<file path="src/rtl/keyed_bank_pkg.sv">
package keyed_bank_pkg;
    localparam int DW    = 32;
    localparam int AW    = 12;
    localparam int IDX_W = 8;

    localparam logic [15:0] CLOSE_KEY = 16'h767B;
    localparam logic [15:0] OPEN_KEY  = 16'hDF0D;

    typedef enum logic [2:0] {
        SEL_CTL,
        SEL_CLOSE,
        SEL_OPEN,
        SEL_STAT,
        SEL_GRPA,
        SEL_GRPB,
        SEL_NONE
    } sel_e;

    typedef struct packed {
        sel_e             sel;
        logic [IDX_W-1:0] idx;
        logic             ro;
    } dec_t;

    typedef struct packed {
        logic          rsp_v;
        logic [DW-1:0] rdata;
        logic          err;
        logic          ctl;
    } port_state_t;

    // Reset contents: group 0 carries fixed settings, group 1 starts cleared
    function automatic logic [DW-1:0] rst_word(input int grp, input int i);
        if (grp != 0) return '0;
        if (i <= 2)   return 32'h0001_A008;
        if (i == 3)   return 32'h0000_003F;
        if (i <= 6)   return 32'h0001_4000;
        return '0;
    endfunction
endpackage

</file>
<file path="src/rtl/kb_decode.sv">
module kb_decode
    import keyed_bank_pkg::*;
#(
    parameter int GRPA_BASE   = 'h100,
    parameter int GRPA_WORDS  = 8,
    parameter int GRPA_RO_IDX = 3,
    parameter int GRPB_BASE   = 'h600,
    parameter int GRPB_WORDS  = 9,
    parameter int GRPB_HOLE   = 1
) (
    input  logic [AW-3:0] word,
    output dec_t          dec
);
    localparam int A_LO = GRPA_BASE / 4;
    localparam int B_LO = GRPB_BASE / 4;

    always_comb begin
        int w;
        w   = int'(word);
        dec = '{sel: SEL_NONE, idx: '0, ro: 1'b0};
        if (w == 0) begin
            dec.sel = SEL_CTL;
        end else if (w == 1) begin
            dec.sel = SEL_CLOSE;
        end else if (w == 2) begin
            dec.sel = SEL_OPEN;
        end else if (w == 3) begin
            dec.sel = SEL_STAT;
        end else if (w >= A_LO && w < A_LO + GRPA_WORDS) begin
            dec.sel = SEL_GRPA;
            dec.idx = IDX_W'(w - A_LO);
            dec.ro  = (w - A_LO) == GRPA_RO_IDX;
        end else if (w >= B_LO && w < B_LO + GRPB_WORDS && (w - B_LO) != GRPB_HOLE) begin
            dec.sel = SEL_GRPB;
            dec.idx = IDX_W'(w - B_LO);
        end
    end
endmodule

</file>
<file path="src/rtl/kb_lock.sv">
module kb_lock
    import keyed_bank_pkg::*;
(
    input  logic        clk,
    input  logic        rst_n,
    input  logic        close_wr,
    input  logic        open_wr,
    input  logic [15:0] key,
    output logic        locked,
    output logic        key_bad
);
    logic lock_d, lock_q;

    always_comb begin
        lock_d  = lock_q;
        key_bad = 1'b0;
        if (close_wr) begin
            if (key == CLOSE_KEY) lock_d = 1'b1;
            else                  key_bad = 1'b1;
        end
        if (open_wr) begin
            if (key == OPEN_KEY) lock_d = 1'b0;
            else                 key_bad = 1'b1;
        end
    end

    always_ff @(posedge clk) begin
        if (!rst_n) lock_q <= 1'b1;
        else        lock_q <= lock_d;
    end

    assign locked = lock_q;
endmodule

</file>
<file path="src/rtl/kb_regfile.sv">
module kb_regfile
    import keyed_bank_pkg::*;
#(
    parameter int WORDS = 8,
    parameter int GRP   = 0
) (
    input  logic             clk,
    input  logic             rst_n,
    input  logic             we,
    input  logic [IDX_W-1:0] idx,
    input  logic [DW-1:0]    wdata,
    output logic [DW-1:0]    rdata
);
    logic [DW-1:0] mem_d [WORDS];
    logic [DW-1:0] mem_q [WORDS];

    always_comb begin
        mem_d = mem_q;
        rdata = '0;
        for (int i = 0; i < WORDS; i++) begin
            if (we && int'(idx) == i) mem_d[i] = wdata;
            if (int'(idx) == i)       rdata    = mem_q[i];
        end
    end

    always_ff @(posedge clk) begin
        if (!rst_n) begin
            for (int i = 0; i < WORDS; i++) mem_q[i] <= rst_word(GRP, i);
        end else begin
            mem_q <= mem_d;
        end
    end
endmodule

</file>
<file path="src/rtl/keyed_ctrl_bank.sv">
module keyed_ctrl_bank
    import keyed_bank_pkg::*;
#(
    parameter int GRPA_BASE   = 'h100,
    parameter int GRPA_WORDS  = 8,
    parameter int GRPA_RO_IDX = 3,
    parameter int GRPB_BASE   = 'h600,
    parameter int GRPB_WORDS  = 9,
    parameter int GRPB_HOLE   = 1
) (
    input  logic        clk,
    input  logic        rst_n,
    input  logic        req_valid,
    input  logic        req_we,
    input  logic [11:0] req_addr,
    input  logic [31:0] req_wdata,
    output logic        rsp_valid,
    output logic [31:0] rsp_rdata,
    output logic        wr_err
);
    dec_t          dec;
    port_state_t   st_d, st_q;
    logic          wr, rd, locked, key_bad, we_a, we_b;
    logic [DW-1:0] a_rdata, b_rdata;
    logic          unused_addr_bits;

    assign unused_addr_bits = ^req_addr[1:0];
    assign wr = req_valid && req_we;
    assign rd = req_valid && !req_we;

    kb_decode #(
        .GRPA_BASE(GRPA_BASE), .GRPA_WORDS(GRPA_WORDS), .GRPA_RO_IDX(GRPA_RO_IDX),
        .GRPB_BASE(GRPB_BASE), .GRPB_WORDS(GRPB_WORDS), .GRPB_HOLE(GRPB_HOLE)
    ) u_dec (
        .word (req_addr[AW-1:2]),
        .dec  (dec)
    );

    kb_lock u_lock (
        .clk      (clk),
        .rst_n    (rst_n),
        .close_wr (wr && dec.sel == SEL_CLOSE),
        .open_wr  (wr && dec.sel == SEL_OPEN),
        .key      (req_wdata[15:0]),
        .locked   (locked),
        .key_bad  (key_bad)
    );

    assign we_a = wr && dec.sel == SEL_GRPA && !locked && !dec.ro;
    assign we_b = wr && dec.sel == SEL_GRPB && !locked;

    kb_regfile #(.WORDS(GRPA_WORDS), .GRP(0)) u_grpa (
        .clk(clk), .rst_n(rst_n), .we(we_a), .idx(dec.idx),
        .wdata(req_wdata), .rdata(a_rdata)
    );

    kb_regfile #(.WORDS(GRPB_WORDS), .GRP(1)) u_grpb (
        .clk(clk), .rst_n(rst_n), .we(we_b), .idx(dec.idx),
        .wdata(req_wdata), .rdata(b_rdata)
    );

    always_comb begin
        st_d       = st_q;
        st_d.rsp_v = rd;
        st_d.err   = 1'b0;
        if (rd) begin
            unique case (dec.sel)
                SEL_CTL:  st_d.rdata = {{(DW-1){1'b0}}, st_q.ctl};
                SEL_STAT: st_d.rdata = {{(DW-1){1'b0}}, locked};
                SEL_GRPA: st_d.rdata = a_rdata;
                SEL_GRPB: st_d.rdata = b_rdata;
                default:  st_d.rdata = '0;
            endcase
        end
        if (wr) begin
            unique case (dec.sel)
                SEL_CTL:              st_d.ctl = req_wdata[0];
                SEL_CLOSE, SEL_OPEN:  st_d.err = key_bad;
                SEL_GRPA:             st_d.err = locked || dec.ro;
                SEL_GRPB:             st_d.err = locked;
                default:              st_d.err = 1'b1;
            endcase
        end
    end

    always_ff @(posedge clk) begin
        if (!rst_n) st_q <= '0;
        else        st_q <= st_d;
    end

    assign rsp_valid = st_q.rsp_v;
    assign rsp_rdata = st_q.rdata;
    assign wr_err    = st_q.err;
endmodule

</file>
<file path="config.mk">
export PLATFORM = sky130hd
export DESIGN_NAME = keyed_ctrl_bank
export DESIGN_NICKNAME = d
export VERILOG_FILES = /design/src/rtl/keyed_bank_pkg.sv /design/src/rtl/kb_decode.sv /design/src/rtl/kb_lock.sv /design/src/rtl/kb_regfile.sv /design/src/rtl/keyed_ctrl_bank.sv
export SDC_FILE = /design/constraint.sdc
export NUM_CORES = 1
export LEC_CHECK = 0
export ABC_AREA = 1
export BUFFER_PORTS_ARGS = -buffer_cell sky130_fd_sc_hd__buf_4
export CAP_MARGIN = 40
export CORE_MARGIN = 2
export CORE_UTILIZATION = 35
export CTS_BUF_LIST = sky130_fd_sc_hd__clkbuf_8
export CTS_CLUSTER_DIAMETER = 120
export CTS_CLUSTER_SIZE = 14
export DETAILED_ROUTE_END_ITERATION = 6
export GPL_ROUTABILITY_DRIVEN = 0
export GPL_TIMING_DRIVEN = 0
export PLACE_DENSITY_LB_ADDON = 0.05
export SLEW_MARGIN = 20
export SYNTH_ARGS = -nofsm -noshare
export SYNTH_HDL_FRONTEND = slang
export SYNTH_SLANG_ARGS = --single-unit
</file>
<file path="constraint.sdc">
create_clock -name clk -period 6 [get_ports clk]
set_input_delay 1.2 -clock clk [delete_from_list [all_inputs] [get_ports clk]]
set_output_delay 1.2 -clock clk [all_outputs]
set_load 0.01 [all_outputs]
</file>
Yosys cells after proc, flatten, opt, wreduce, memory -nomap -nowiden --
Index checks and enable logic that the tools add are counted.
Operators by class: magnitude comparators 4, bitwise operators 0, eq/ne operators 34, muxes and demuxes 73, shifts and indexed selects 0, multipliers 0, $add $sub $neg 2, divide/modulo/power cells 0, reductions and logical operators 39
Operators with widths (count):
- $mux W32 | 38
- $mux W288 | 1
- $mux W256 | 1
- $pmux W32 S4 | 1
- $mux W17 | 6
- $mux W9 | 4
- $eq A32 B3 Y1 const B | 1
- $eq A8 B4 Y1 const B | 4
- $ne A32 B2 Y1 const B | 1
- $logic_and A1 B1 Y1 | 29
- $ne A2 B1 Y1 const B | 14
- $eq A10 B3 Y1 const B | 2
- $mux W10 | 2
- $eq A16 B15 Y1 const B | 1
- $eq A16 B16 Y1 const B | 1
- $eq A8 B3 Y1 const B | 2
- $mux W1 | 15
- $mux W3 | 4
- $sub A10 B7 Y11 const B | 1
- $sub A10 B9 Y11 const B | 1
- $eq A10 B2 Y1 const B | 1
- $ge A10 B7 Y1 const B | 1
- $ge A10 B9 Y1 const B | 1
- $logic_not A10 Y1 | 1
- other kinds (14) | 19
Word-level totals: bits in latches 0, RAM bits 0, bits in read-only memories 0, register bits after elaboration 580, memories kept 0, word-level logic and storage cells 174, bits of input ports 48

Longest topological paths before layout --
depth in word-level cells 20, gate-level depth with buffers 24, gate-level depth less buffers 22

Cells and area by module --
From an unflattened synthesis, not the netlist that was laid out.
Unflattened totals: cells, all modules 2550, area, all modules 24957.7 um2
By module, submodules not included:
- kb_regfile at u_grpb | seq. area each 8007.7 um2, cells each 1196, area an instance 11860.1 um2, times used 1
- kb_regfile at u_grpa | seq. area each 7367.1 um2, cells each 905, area an instance 10378.7 um2, times used 1
- keyed_ctrl_bank | seq. area each 700.7 um2, cells each 315, area an instance 2016.9 um2, times used 1
- kb_decode | seq. area each 0.0 um2, cells each 95, area an instance 520.5 um2, times used 1
- kb_lock | seq. area each 20.0 um2, cells each 39, area an instance 181.4 um2, times used 1

Worst setup path before layout --
No wires, ideal clock.
path type input to register, start point in req_addr[9], end point reg u_grpa.mem_q[64] (netlist name) (enable), path buffers 2, path slack 0.349 ns, data required time 5.534 ns, data arrival time 5.186 ns, stages 17, cells stage by stage ha_1 inv_1 ha_1 nand2_1 nor2_1 nand3_1 nand2_1 o21bai_4 nand2_1 nand3_1 nand2_1 buf_4 nand2_1 nor2_4 buf_2 inv_1 o21ai_0
On the way: longest elaborated chain between the ends 15
Ends and longest elaborated chain:
- from (decl) | line keyed_ctrl_bank.sv:15 | input logic [11:0] req_addr,
- $sub A10 B9 Y11, or another cell as far along | line kb_decode.sv:33 | end else if (w >= B_LO && w < B_LO + GRPB_WORDS && (w - B_LO) != GRPB_HOLE) begin
- $ne A32 B2 Y1 / $logic_and A1 B1 Y1 (equally long branches) | line kb_decode.sv:33
- $logic_and A1 B1 Y1 | line kb_decode.sv:33
- $mux W10 | line kb_decode.sv:33
- $mux W10 | line kb_decode.sv:29 | end else if (w >= A_LO && w < A_LO + GRPA_WORDS) begin
- $mux W3 | line kb_decode.sv:27 | end else if (w == 3) begin
- $mux W3 | line kb_decode.sv:25 | end else if (w == 2) begin
- $mux W3 | line kb_decode.sv:23 | end else if (w == 1) begin
- $mux W3 | line kb_decode.sv:21 | if (w == 0) begin
- $eq A3 B3 Y1 | line keyed_ctrl_bank.sv:49 | assign we_a = wr && dec.sel == SEL_GRPA && !locked && !dec.ro;
- $logic_and A1 B1 Y1 (3 in a row) | line keyed_ctrl_bank.sv:49
- $logic_and A1 B1 Y1 (*) | line kb_regfile.sv:21 | if (we && int'(idx) == i) mem_d[i] = wdata;
- $ne A2 B1 Y1 (no source line) (*)
- to (signal assigned) | line kb_regfile.sv:30 | mem_q <= mem_d;
- to (decl) | line kb_regfile.sv:15 | logic [DW-1:0] mem_q [WORDS];
Mark *: on every way between the ends. The rest lies on a longest branch, timed or not. A chain may end at the register's enable or synchronous reset.

Final worst setup path --
start point in req_addr[10], end point reg st_q, in the netlist rsp_rdata[31]
On the way: longest elaborated chain between the ends 20
Ends and longest elaborated chain:
- $sub A10 B9 Y11, or another cell as far along | line kb_decode.sv:33
- $ne A32 B2 Y1 / $logic_and A1 B1 Y1 (equally long branches) | line kb_decode.sv:33
- $logic_and A1 B1 Y1 | line kb_decode.sv:33
- $mux W10 | line kb_decode.sv:33
- $mux W10 | line kb_decode.sv:29
- $mux W9 | line kb_decode.sv:27
- $mux W9 | line kb_decode.sv:25
- $mux W9 | line kb_decode.sv:23
- $mux W9 | line kb_decode.sv:21
- $logic_not A8 Y1 | line kb_regfile.sv:22 | if (int'(idx) == i) rdata = mem_q[i];
- $mux W32 (9 in a row) | line kb_regfile.sv:22
- $pmux W32 S4 (*) | line keyed_ctrl_bank.sv:67 | unique case (dec.sel)
- to (signal assigned) | line keyed_ctrl_bank.sv:88 | else st_q <= st_d;
- to (decl) | line keyed_ctrl_bank.sv:22 | port_state_t st_d, st_q;
Marked as above.

==> out/results.ini <==
[die]
die_h_um=269.3
core_area_um2=69910
rows=97
initial_core_util_pct=35.24
ioPinCount=82
die_area_um2=72520
die_x_um=269.3

[timing]
fin_tns_setup_ns=0
grt_setup_unrepaired=false
timing.slew.headroom_pct=42.52
final-max-slew-violation-count=0
setup_viol=0
fmax_mhz=210.6
tightest_slew_ns=0.8622
final_hold_viol_count=0
fin_crit_sh_pct=79.16
period_minus_slack_ns=4.749
fin_worst_skew_ns=0.02587

[critical_path]
crit_path_max_fanout=10
crit_path_end_kind=flip-flop
required_ns=6.61
arrival_ns=5.36
reg2reg_from=u_lock.locked
r2r_cells=4
rrSetupSlack_ns=3.58
critPathKind=in2reg
r2r-end=u_grpa.mem_q[204]
worstSetupStartpointType=input port

[clock_tree]
clk_pin_slew_worst_paths_ns=0.09
cts_buffers=47
postCtsHoldBufs=0
clk_latency_ns=0.67
htree_num_levels=2
post_cts_resized=0
cts_setup_buffers=0
cts-root-buf=clkbuf_8
cts_tree=done
clock-sinks=580
clockBufferDepth=3

[run_status]
outcome=finished clean

[layout]
area_growth_pct=13.51
multi_input_area_um2=6920
drive_gt1_share_pct=13.17
fillerInstances=6889
ff_latch_area_um2=16100
nets=2625
final_cells=3523

[synth]
yosysWarningCount=0
synth_top_area_cell=edfxtp_1
synthTopCellsByArea=edfxtp_1 55%, dfxtp_1 11%, nand2_1 7.9%, nand3_1 3.9%, inv_1 3.2%
syn_area_per_cell_um2=10.20
synth_most_common_cell=nand2_1
ys_seq_elements=580
ys_async_sr_fraction_pct=0
synth_ff_type=edfxtp_1
ys_types=40
ys_top_cells_by_count=520 x nand2_1, 448 x edfxtp_1, 210 x inv_1
netlist_instances=2416
synth-edff-count=448
netlist_area_um2=24630
synth_nets=2472
ys_seq_area_share_pct=65.34
synth_top_area_share_pct=54.61

[routing]
num_vias=17690
detail_route.first_pass.iterations=5
drc=0
wl_mm=82.53
antenna_left=0
post_drt_wl_per_cell_um=23.43
viasPerCell=5.020
drt_iter0_drc=1421

[power]
total_power_mw=7.517
ir_drop_mv=0.1244
p_leak_nw=11.49
powerDensity_nw_per_um2=268.8

[global_routing]
grt_pass1_vias=16930
grt_pass1_wl_mm=119.7
antenna_found_initial=3
grt_use_total_pct=22.57
gr-total-overflow=0
grt_max_degree=19

[hold_path]
hold_path_depth=2
hold_end=rsp_rdata[1]
hold_path.class=reg2reg
min_from=rsp_rdata[1]

[placement]
hpwl_mm=61.05
io_buffers=79
dp.cells=3460

[flow_run]
maxCapViolCount=0

metrics by stage:
stage / setup slack, ns / hold slack, ns / area, um2 / util [%]
3_5_place_dp: 0.6882 / 0.4554 / 27230 / 38.96
6_report: 1.251 / 0.4670 / 27960 / 40.00
3_3_place_gp: -3.568 / 0.4546 / 26400 / 37.77
2_1_floorplan: 0.3485 / 0.4457 / 24630 / -
5_1_grt: 1.116 / 0.4842 / 27960 / 40.00
4_1_cts: 1.427 / 0.4703 / 27960 / 39.99
worst max path at each step:
stage / slack (ns) / depth (start not counted) / start / endpoint
2_1_floorplan: 0.35 / 17 / req_addr[9] / u_grpa.mem_q[64]
3_3_place_gp: -3.57 / 14 / req_addr[9] / u_grpb.mem_q[180]
3_5_place_dp: 0.69 / 22 / req_addr[9] / rsp_rdata[31]
4_1_cts: 1.43 / 22 / req_addr[9] / rsp_rdata[31]
5_1_grt: 1.12 / 22 / req_addr[8] / rsp_rdata[31]
6_report: 1.25 / 21 / req_addr[10] / rsp_rdata[31]
cells by family (layout without fill, tap and decap cells):
group                    Yosys count  after routing  synth area share [%]
AO/OA/AOI/OAI                    296            296                 6.512
XOR/XNOR                           2              2               0.07113
buffers and inverters            414            580                 7.203
adder cells (fa/ha/maj)            8              8                0.4064
AND/OR/NAND/NOR                 1116           1116                 20.47
other                              0              1                     0
flip-flops                       580            580                 65.34
cell usage in the layout (no fill, tap or decap), types with 14 or more instances in the layout:
| cell type | netlist | final |
|---|---|---|
| nand3_1 | 193 | 193 |
| inv_2 | 37 | 37 |
| o21ai_1 | 62 | 62 |
| a21oi_1 | 129 | 129 |
| clkbuf_8 | 0 | 47 |
| o21ai_0 | 62 | 48 |
| buf_16 | 0 | 24 |
| a211oi_1 | 32 | 32 |
| nor2_1 | 203 | 203 |
| dfxtp_1 | 132 | 132 |
| buf_4 | 36 | 115 |
| nand2_1 | 520 | 520 |
| edfxtp_1 | 448 | 448 |
| nand4_1 | 103 | 103 |
| buf_2 | 68 | 69 |
| o21ai_4 | 0 | 14 |
| clkbuf_1 | 57 | 57 |
| and3b_1 | 26 | 26 |
| inv_1 | 210 | 221 |
| or2_0 | 25 | 25 |
flip-flops by register name, indices dropped and copies added (netlist names):
register and flops:
u_grpb.mem_q 288, u_grpa.mem_q 256, u_lock.locked 1, wr_err 1, rsp_rdata 32, rsp_valid 1
st_q 1
power by group:
part	total (mW)	switching (mW)	internal, mW
logic	0.857	0.649	0.208
registers	4.59	0.0451	4.54
clock network	2.08	1.35	0.726
area by class of cell:
| class | instances | area share [%] |
|---|---|---|
| inverter | 249 | 3.343 |
| tap | 940 | 4.206 |
| sequential | 580 | 57.56 |
| antenna | 1 | 0.008950 |
| buffer | 165 | 3.007 |
| multi-input combinational | 1422 | 24.75 |
| timing repair buffer | 104 | 4.524 |
| clock buffer | 47 | 2.314 |
| clock inverter | 15 | 0.2819 |
worst max-delay path, stage by stage:
cell	delay, ns
buf_4	0.13
ha_1	0.14
inv_1	0.04
ha_1	0.26
nand2_1	0.05
nor2_1	0.10
nand3_1	0.08
nand2_1	0.14
o21bai_4	0.12
o21ai_1	0.37
nand3_1	0.66
inv_2	0.62
buf_2	0.39
nand2_1	0.16
nand4_1	0.23
nand2_1	0.19
nand2_1	0.11
nand2_1	0.07
nand2_1	0.09
nand2_1	0.07
a21oi_1	0.13
routing by layer:
layer | vias to the layer above | part of all wire (%) | track usage (%)
li1 | 8441 | - | -
met1 | 8696 | 46 | 32.09
met2 | 459 | 46 | 36.46
met3 | 91 | 4.9 | 3.028
met4 | 0 | 2.5 | 5.658
met5 | - | 0 | 0
(Power assumes the default switching activity.)
